===== src/rtl/blit_pkg.sv =====
package blit_pkg;
  typedef enum logic [1:0] {
    ST_IDLE,
    ST_SRC,
    ST_DST,
    ST_WR
  } blit_state_e;

  typedef struct packed {
    logic load;
    logic srcRd;
    logic dstRd;
    logic wrPhase;
  } blit_cmd_t;

  localparam logic [3:0] RA_CTRL  = 4'd0;
  localparam logic [3:0] RA_WIDTH = 4'd1;
  localparam logic [3:0] RA_HGT   = 4'd2;
  localparam logic [3:0] RA_SX    = 4'd3;
  localparam logic [3:0] RA_SY    = 4'd4;
  localparam logic [3:0] RA_DX    = 4'd5;
  localparam logic [3:0] RA_DY    = 4'd6;
  localparam logic [3:0] RA_PAL   = 4'd7;
  localparam logic [3:0] RA_PAGE  = 4'd8;
  localparam logic [3:0] RA_BANK  = 4'd9;
  localparam logic [3:0] RA_LCD   = 4'd10;

  localparam logic [1:0] MODE_V2V = 2'd0;
  localparam logic [1:0] MODE_R2V = 2'd1;
  localparam logic [1:0] MODE_X2V = 2'd2;
  localparam logic [1:0] MODE_V2X = 2'd3;

  localparam logic [1:0] MEM_VRAM = 2'd0;
  localparam logic [1:0] MEM_ROM  = 2'd1;
  localparam logic [1:0] MEM_XRAM = 2'd2;
endpackage


===== src/rtl/blit_ctrl.sv =====
module blit_ctrl
  import blit_pkg::*;
(
  input  logic      clk,
  input  logic      rstN,
  input  logic      start,
  input  logic      lastPix,
  output blit_cmd_t cmd,
  output logic      busy,
  output logic      done
);
  blit_state_e state, stateNext;

  always_comb begin
    stateNext = state;
    case (state)
      ST_IDLE: if (start) stateNext = ST_SRC;
      ST_SRC:  stateNext = ST_DST;
      ST_DST:  stateNext = ST_WR;
      ST_WR:   stateNext = lastPix ? ST_IDLE : ST_SRC;
      default: stateNext = ST_IDLE;
    endcase
  end

  always_ff @(posedge clk) begin
    if (!rstN) begin
      state <= ST_IDLE;
      done  <= 1'b0;
    end else begin
      state <= stateNext;
      done  <= (state == ST_WR) && lastPix;
    end
  end

  always_comb begin
    cmd.load    = (state == ST_IDLE) && start;
    cmd.srcRd   = (state == ST_SRC);
    cmd.dstRd   = (state == ST_DST);
    cmd.wrPhase = (state == ST_WR);
  end

  assign busy = (state != ST_IDLE);

  // the end pulse lasts one cycle
  a_r9_done_single: assert property (@(posedge clk) disable iff (!rstN)
    done |=> !done);
  // the end pulse follows the busy window directly
  a_r9_done_after_busy: assert property (@(posedge clk) disable iff (!rstN)
    done |-> (!busy && $past(busy)));
  // source read, destination read and write phases come in order
  a_r11_phase_order: assert property (@(posedge clk) disable iff (!rstN)
    cmd.srcRd |=> cmd.dstRd);
endmodule


===== src/rtl/blit_dp.sv =====
module blit_dp
  import blit_pkg::*;
#(
  parameter int XY_W        = 8,
  parameter int BANK_W      = 8,
  parameter int VRAM_MASK_W = 13,
  parameter int ROM_MASK_W  = 14,
  parameter int PITCH_NARROW = 40,
  parameter int PITCH_WIDE   = 50,
  parameter int PITCH_LINEAR = 64,
  localparam int ADDR_W  = BANK_W + ROM_MASK_W,
  localparam int PITCH_W = $clog2(PITCH_LINEAR + 1),
  localparam int LIN_W   = XY_W + PITCH_W
) (
  input  logic              clk,
  input  logic              rstN,
  input  logic              regWe,
  input  logic [3:0]        regAddr,
  input  logic [7:0]        regData,
  input  logic              busy,
  input  blit_cmd_t         cmd,
  input  logic [7:0]        srcRdata,
  input  logic [7:0]        dstRdata,
  output logic [ADDR_W-1:0] srcAddr,
  output logic [1:0]        srcMem,
  output logic [ADDR_W-1:0] dstAddr,
  output logic              dstMem,
  output logic [7:0]        dstWdata,
  output logic              dstWe,
  output logic              lastPix
);
  localparam int PIX_PER_BYTE = 4;

  logic [3:0]        cfgCtrl;
  logic [XY_W-1:0]   widthX, widthY, sx0, sy0, dx0, dy0;
  logic [7:0]        pal;
  logic [1:0]        page;
  logic [BANK_W-1:0] bank;
  logic              lcdWide;

  logic [XY_W-1:0]   curSx, curSy, curDx, curDy, xCnt, yCnt;
  logic [1:0]        pixSrc;

  logic       opaque, decX;
  logic [1:0] mode;
  assign opaque = cfgCtrl[0];
  assign mode   = cfgCtrl[2:1];
  assign decX   = cfgCtrl[3];

  logic [1:0] palEnt [PIX_PER_BYTE];
  for (genvar i = 0; i < PIX_PER_BYTE; i++) begin : g_pal
    assign palEnt[i] = pal[2*i +: 2];
  end

  function automatic logic [LIN_W-1:0] lineOff(input logic [XY_W-1:0] y,
                                                input logic [XY_W-1:0] x,
                                                input logic [PITCH_W-1:0] pitch);
    return LIN_W'(y) * LIN_W'(pitch) + LIN_W'(x >> 2);
  endfunction

  function automatic logic [ADDR_W-1:0] vramAddr(input logic [LIN_W-1:0] lin,
                                                 input logic pg);
    return ADDR_W'({pg, lin[VRAM_MASK_W-1:0]});
  endfunction

  logic [PITCH_W-1:0] vramPitch, srcPitch, dstPitch;
  logic [LIN_W-1:0]   srcLin, dstLin;

  always_comb begin
    vramPitch = lcdWide ? PITCH_W'(PITCH_WIDE) : PITCH_W'(PITCH_NARROW);
    srcPitch  = (mode == MODE_V2V || mode == MODE_V2X) ? vramPitch : PITCH_W'(PITCH_LINEAR);
    dstPitch  = (mode == MODE_V2X) ? PITCH_W'(PITCH_LINEAR) : vramPitch;
    srcLin    = lineOff(curSy, curSx, srcPitch);
    dstLin    = lineOff(curDy, curDx, dstPitch);
    case (mode)
      MODE_R2V: begin
        srcAddr = {bank, srcLin[ROM_MASK_W-1:0]};
        srcMem  = MEM_ROM;
      end
      MODE_X2V: begin
        srcAddr = ADDR_W'(srcLin);
        srcMem  = MEM_XRAM;
      end
      default: begin
        srcAddr = vramAddr(srcLin, page[0]);
        srcMem  = MEM_VRAM;
      end
    endcase
    if (mode == MODE_V2X) begin
      dstAddr = ADDR_W'(dstLin);
      dstMem  = 1'b1;
    end else begin
      dstAddr = vramAddr(dstLin, page[1]);
      dstMem  = 1'b0;
    end
  end

  logic [2:0] srcSh, dstSh;
  logic [1:0] pixNow;
  assign srcSh  = {2'd3 - curSx[1:0], 1'b0};
  assign dstSh  = {2'd3 - curDx[1:0], 1'b0};
  assign pixNow = 2'(srcRdata >> srcSh);

  assign dstWe    = cmd.wrPhase && (opaque || pixSrc != 2'd0);
  assign dstWdata = (dstRdata & ~(8'd3 << dstSh)) | ({6'd0, palEnt[pixSrc]} << dstSh);
  assign lastPix  = (xCnt == widthX) && (yCnt == widthY);

  always_ff @(posedge clk) begin
    if (!rstN) begin
      cfgCtrl <= '0; widthX <= '0; widthY <= '0;
      sx0 <= '0; sy0 <= '0; dx0 <= '0; dy0 <= '0;
      pal <= '0; page <= '0; bank <= '0; lcdWide <= 1'b0;
      curSx <= '0; curSy <= '0; curDx <= '0; curDy <= '0;
      xCnt <= '0; yCnt <= '0; pixSrc <= '0;
    end else begin
      if (regWe && !busy) begin
        case (regAddr)
          RA_CTRL:  cfgCtrl <= regData[3:0];
          RA_WIDTH: widthX  <= regData[XY_W-1:0];
          RA_HGT:   widthY  <= regData[XY_W-1:0];
          RA_SX:    sx0     <= regData[XY_W-1:0];
          RA_SY:    sy0     <= regData[XY_W-1:0];
          RA_DX:    dx0     <= regData[XY_W-1:0];
          RA_DY:    dy0     <= regData[XY_W-1:0];
          RA_PAL:   pal     <= regData;
          RA_PAGE:  page    <= regData[1:0];
          RA_BANK:  bank    <= regData[BANK_W-1:0];
          RA_LCD:   lcdWide <= regData[5];
          default: ;
        endcase
      end
      if (cmd.load) begin
        curSx <= sx0; curSy <= sy0; curDx <= dx0; curDy <= dy0;
        xCnt  <= '0;  yCnt  <= '0;
      end
      if (cmd.dstRd) pixSrc <= pixNow;
      if (cmd.wrPhase) begin
        if (xCnt == widthX) begin
          xCnt  <= '0;
          yCnt  <= yCnt + 1'b1;
          curSx <= sx0;
          curDx <= dx0;
          curSy <= curSy + 1'b1;
          curDy <= curDy + 1'b1;
        end else begin
          xCnt  <= xCnt + 1'b1;
          curSx <= decX ? curSx - 1'b1 : curSx + 1'b1;
          curDx <= decX ? curDx - 1'b1 : curDx + 1'b1;
        end
      end
    end
  end

  // bits outside the target field are written back as read
  a_r8_keep_other_pixels: assert property (@(posedge clk) disable iff (!rstN)
    dstWe |-> (((dstWdata ^ dstRdata) & ~(8'd3 << dstSh)) == 8'd0));
  // each write follows a read of the destination
  a_r11_read_before_write: assert property (@(posedge clk) disable iff (!rstN)
    dstWe |-> $past(cmd.dstRd));
  // the write goes to the address that was read
  a_r11_dst_addr_hold: assert property (@(posedge clk) disable iff (!rstN)
    dstWe |-> $stable(dstAddr));
  // configuration does not move during a transfer
  a_r10_cfg_frozen: assert property (@(posedge clk) disable iff (!rstN)
    (busy && $past(busy)) |-> ($stable(cfgCtrl) && $stable(pal) && $stable(widthX) && $stable(widthY)));
  // pixel and row counters stay inside the programmed rectangle
  a_r7_count_range: assert property (@(posedge clk) disable iff (!rstN)
    busy |-> (xCnt <= widthX && yCnt <= widthY));
endmodule


===== src/rtl/pixel_blit.sv =====
module pixel_blit
  import blit_pkg::*;
#(
  parameter int XY_W         = 8,
  parameter int BANK_W       = 8,
  parameter int VRAM_MASK_W  = 13,
  parameter int ROM_MASK_W   = 14,
  parameter int PITCH_NARROW = 40,
  parameter int PITCH_WIDE   = 50,
  parameter int PITCH_LINEAR = 64,
  localparam int ADDR_W = BANK_W + ROM_MASK_W
) (
  input  logic              clk,
  input  logic              rstN,
  input  logic              regWe,
  input  logic [3:0]        regAddr,
  input  logic [7:0]        regData,
  input  logic              start,
  output logic [ADDR_W-1:0] srcAddr,
  output logic [1:0]        srcMem,
  output logic              srcRe,
  input  logic [7:0]        srcRdata,
  output logic [ADDR_W-1:0] dstAddr,
  output logic              dstMem,
  output logic              dstRe,
  input  logic [7:0]        dstRdata,
  output logic              dstWe,
  output logic [7:0]        dstWdata,
  output logic              busy,
  output logic              done
);
  blit_cmd_t cmd;
  logic      lastPix;

  blit_ctrl i_ctrl (
    .clk(clk), .rstN(rstN), .start(start), .lastPix(lastPix),
    .cmd(cmd), .busy(busy), .done(done)
  );

  blit_dp #(
    .XY_W(XY_W), .BANK_W(BANK_W), .VRAM_MASK_W(VRAM_MASK_W),
    .ROM_MASK_W(ROM_MASK_W), .PITCH_NARROW(PITCH_NARROW),
    .PITCH_WIDE(PITCH_WIDE), .PITCH_LINEAR(PITCH_LINEAR)
  ) i_dp (
    .clk(clk), .rstN(rstN), .regWe(regWe), .regAddr(regAddr), .regData(regData),
    .busy(busy), .cmd(cmd), .srcRdata(srcRdata), .dstRdata(dstRdata),
    .srcAddr(srcAddr), .srcMem(srcMem), .dstAddr(dstAddr), .dstMem(dstMem),
    .dstWdata(dstWdata), .dstWe(dstWe), .lastPix(lastPix)
  );

  assign srcRe = cmd.srcRd;
  assign dstRe = cmd.dstRd;
endmodule


===== config.mk =====
export PLATFORM = sky130hd
export DESIGN_NAME = pixel_blit
export DESIGN_NICKNAME = d
export VERILOG_FILES = /design/src/rtl/blit_pkg.sv /design/src/rtl/blit_ctrl.sv /design/src/rtl/blit_dp.sv /design/src/rtl/pixel_blit.sv
export SDC_FILE = /design/constraint.sdc
export NUM_CORES = 1
export LEC_CHECK = 0
export ABC_AREA = 1
export CORE_ASPECT_RATIO = 0.75
export CORE_MARGIN = 1.5
export CORE_UTILIZATION = 40
export DETAILED_ROUTE_END_ITERATION = 8
export PLACE_DENSITY_LB_ADDON = 0.12
export SYNTH_ARGS = -nofsm -noshare
export SYNTH_HDL_FRONTEND = slang
export SYNTH_HIERARCHICAL = 1
export SYNTH_SLANG_ARGS = --single-unit

===== constraint.sdc =====
create_clock -name clk -period 6.3 [get_ports clk]
set_input_delay 0.63 -clock clk [delete_from_list [all_inputs] [get_ports clk]]
set_output_delay 0.63 -clock clk [all_outputs]
set_load 0.01 [all_outputs]

==> metrics.md, run 1 <==
| Metric | Value |
|---|---|
| Worst Setup End Kind | `primary output` |
| Crit share post-route | `94.9%` |
| Overflow after GRT | `0` |
| DR pass1 iterations | `4` |
| CTS buffer count | `17` |
| Syn Std Cell Area | `9720 um^2` |
| Critical path depth in cells | `21` |
| Crit path max-delay cell type | `clkdlybuf4s50_1` |
| Clk root buf | `clkbuf_16` |
| Final worst setup slack | `320 ps` |
| CP max FO | `14` |
| Seq cells post-synth | `124` |
| Most used cell, CP | `inv_1` |
| Main combinational cell family by area after synthesis | `simple AND/OR/NAND/NOR gates` |
| Layout fillers | `2,495` |
| Max VDD drop | `198 uV` |
| Top delay family on crit path | `adder cells` |
| Synth Area in Simple Gates | `23.2%` |
| Avg Vias per Cell | `5.03` |
| CP cell instances | `ha_1 -> buf_4 -> inv_1 -> nand2_2 -> nor2_1 -> ha_1 -> inv_1 -> fa_1 -> inv_1 -> fa_1 -> inv_1 -> fa_1 -> inv_1 -> ha_1 -> a21oi_1 -> nand2_1 -> a21oi_2 -> nor2_1 -> nor2_1 -> xor2_1 -> clkdlybuf4s50_1` |
| Die X | `183 um` |
| Core area | `23,900 um^2` |
| Post-synth cell types | `38` |
| Clock slew at reported path FFs | `60 ps` |
| Drt first-iter violations | `679` |
| Vias | `8,898` |
| Worst slew margin | `24.2%` |
| Max clock buf depth | `2` |
| Max incr delay on CP | `550 ps` |
| Post-synthesis mux area share | `0%` |
| Syn avg cell area | `6.96 um^2` |
| Worst R2R End | `i_dp/curDx[7]` |
| Dpl hpwl | `18,500 um` |
| Top FF cell, synth | `dfxtp_1` |
| Die Height | `138 um` |
| Post-synthesis xor/xnor area fraction | `4.14%` |
| Critical path required time | `5670 ps` |
| Hold buffers post-CTS | `0` |
| Asr flop ratio synth | `0%` |
| Largest net degree at the start of global routing | `63` |
| Post-synth top area cell | `dfxtp_1` |
| Worst-margin pin slew | `1140 ps` |
| Final setup viols | `0` |
| Pre-CTS setup slack | `573 ps` |
| Vias in the first global route | `8,025` |
| Fmax | `0.167 GHz` |
| Final Hold Fails | `0` |
| Net count, final | `1,630` |
| Multi-input logic area | `6230 um^2` |
| Final wirelength | `25,600 um` |
| Ys Warns | `6` |
| Antenna diodes | `0` |
| Synth area leaders | `dfxtp_1 26%, ha_1 15%, nand2_1 12%` |
| Register area | `2480 um^2` |
| Status | `completed` |
| # DRC | `0` |
| Pwr per Cell Area | `240 nW/um^2` |
| Synth top area share | `25.5%` |
| Routing usage on met2 | `29.9%` |
| Reg2Reg Depth | `11` |
| Final hold slack | `451 ps` |
| Clock Latency Late Sink | `410 ps` |
| Initial antenna violation count | `0` |
| Adder-Cell Fraction of Synth Area | `21.4%` |
| Grt met1 use | `31.7%` |
| Final Slew Violations | `0` |
| Crit path DAT | `5350 ps` |
| # rows | `49` |
| Area growth syn-to-layout | `16.5%` |
| Routed len/inst | `14.5 um` |
| WS Path Type | `register to primary output` |
| PortBufs | `84` |
| Share of cells above drive strength 1 | `4.58%` |
| Die Area | `25,300 um^2` |
| Leak | `0.00524 uW` |
| R2R Path Start | `i_ctrl/state[0]` |
| First-pass GRT wire length | `41,700 um` |
| Clk sinks | `124` |
| Ports | `92` |
| Gpl congestion | `0.835` |
| Buf+Inv Stages, Crit Path | `7` |
| Setup tns final | `0 ps` |
| Startpoint Class | `register` |
| Max Cap Viol | `0` |
| Worst Hold Class | `register to register` |
| Complex-gate fraction of the synthesized area | `14.9%` |
| Clk_skew | `9.66 ps` |
| Gr busiest metal | `met1` |
| CTS H-tree lvls | `4` |
| RSZ-0062 raised after global routing | `false` |
| Initial Util | `40.7%` |
| Mapped Cells | `1,397` |
| M3 GR Usage | `2.74%` |
| GR Util All Layers | `20.6%` |
| Critical Path Sink | `dstAddr[11]` |
| CTS tree | `built` |
| Sequential area share after synthesis | `25.5%` |
| Number of routed nets with antenna violations | `0` |
| Number of synthesized flops with an enable pin | `0` |
| Crit path from | `i_dp/cfgCtrl[1]` |
| Final design utilization | `47.4%` |
| R2r setup slk | `3470 ps` |
| Tmin final | `5980 ps` |
## power breakdown
part / switching, uW / total [uW] / internal, uW / leakage [uW]
Sequential: 60.7 / 899 / 838 / 0.00100
Clock: 384 / 976 / 592 / 0.000267
Combinational: 516 / 847 / 330 / 0.00397
Total: 961 / 2720 / 1760 / 0.00524
## cell families (layout without fill, tap and decap cells)
logic type,Yosys count,after routing
adder cells (fa/ha/maj),148,148
AO/OA/AOI/OAI,276,276
AND/OR/NAND/NOR,538,538
buffers and inverters,263,321
flip-flops,124,124
other,2,9
XOR/XNOR,46,46
## layout by cell type (no fill, tap or decap), types with 3 or more instances in the layout
cell,count
a211oi_1,4
a21oi_1,125
a21oi_2,6
a31oi_1,6
buf_4,8
clkbuf_16,17
clkdlybuf4s50_1,83
clkinv_4,3
clkinvlp_4,6
conb_1,9
dfxtp_1,124
fa_1,30
ha_1,117
inv_1,194
nand2_1,303
nand2_2,4
nand3_1,84
nand3b_1,4
nand4_1,14
nor2_1,104
nor2_2,6
nor3_1,11
o21ai_0,122
o22ai_1,4
xnor2_1,17
xor2_1,29
## layer usage
layer	routed length [um]	share of wire (%)
met5	0	0
met4	320	1.2
met3	1340	5.2
met2	10400	41
met1	13500	53
## cell usage after synthesis, drive strengths merged (2+ instances only)
| master | n |
|---|---|
| xnor2 | 17 |
| dfxtp | 124 |
| nor2 | 113 |
| nand3b | 4 |
| buf | 18 |
| clkbuf | 47 |
| o21ai | 123 |
| ha | 118 |
| a21oi | 131 |
| nand3 | 84 |
| o211ai | 2 |
| clkinv | 2 |
| fa | 30 |
| a31oi | 6 |
| o21bai | 2 |
| nand4 | 14 |
| nand2 | 308 |
| inv | 196 |
| nor3 | 13 |
| conb | 2 |
| a21o | 2 |
| a211oi | 4 |
| o22ai | 4 |
| xor2 | 29 |
## cell type report
type / count / share of cell area [%]
Inverter: 198 / 6.56
Tap cell: 306 / 3.38
Multi-Input combinational cell: 1017 / 55.1
Clock inverter: 13 / 1.28
Sequential cell: 124 / 21.9
Timing Repair Buffer: 92 / 7.91
Clock buffer: 18 / 3.88
## tightest hold or removal path, delay by kind of cell, from the launching register on
family / cells / cell delay, ps
buffers and inverters: 1 / 60
DFF: 1 / 300
AOI/OAI and AO/OA: 1 / 50
## repair_timing
action / 4_1_cts / 5_1_grt
resized for setup: 0 / 8
setup endpoints to repair: 0 / 9
setup buffers: 0 / 0
## stage by stage
step | instances | area (um^2) | total power, uW
global placement | 1737 | 10700 | 1760
floorplan | 1404 | 9750 | 1470
finish | 1768 | 11300 | 2720
CTS | 1768 | 11300 | 2740
detailed placement | 1737 | 10700 | 1760
global route | 1768 | 11300 | 2900
## worst min-delay path by stage
stage | startpoint | to | cells past startpoint
after floorplan | i_dp/sx0[5] | i_dp/sx0[5] | 2
after global placement | i_dp/sx0[2] | i_dp/sx0[2] | 2
after detailed placement | i_dp/sx0[0] | i_dp/curSx[0] | 2
after CTS | i_dp/sx0[4] | i_dp/sx0[4] | 2
after global routing | i_dp/sx0[3] | i_dp/sx0[3] | 2
final | i_dp/dy0[0] | i_dp/dy0[0] | 2
No activity file was read; power rests on OpenSTA's default activity.
==> inputs of run 2 (changes only) <==
- CTS_BUF_LIST: default -> sky130_fd_sc_hd__clkbuf_4 sky130_fd_sc_hd__clkbuf_8 sky130_fd_sc_hd__clkbuf_16
==> results of run 2 <==
The final DEF is identical to that of run 1; final timing and power are the same.
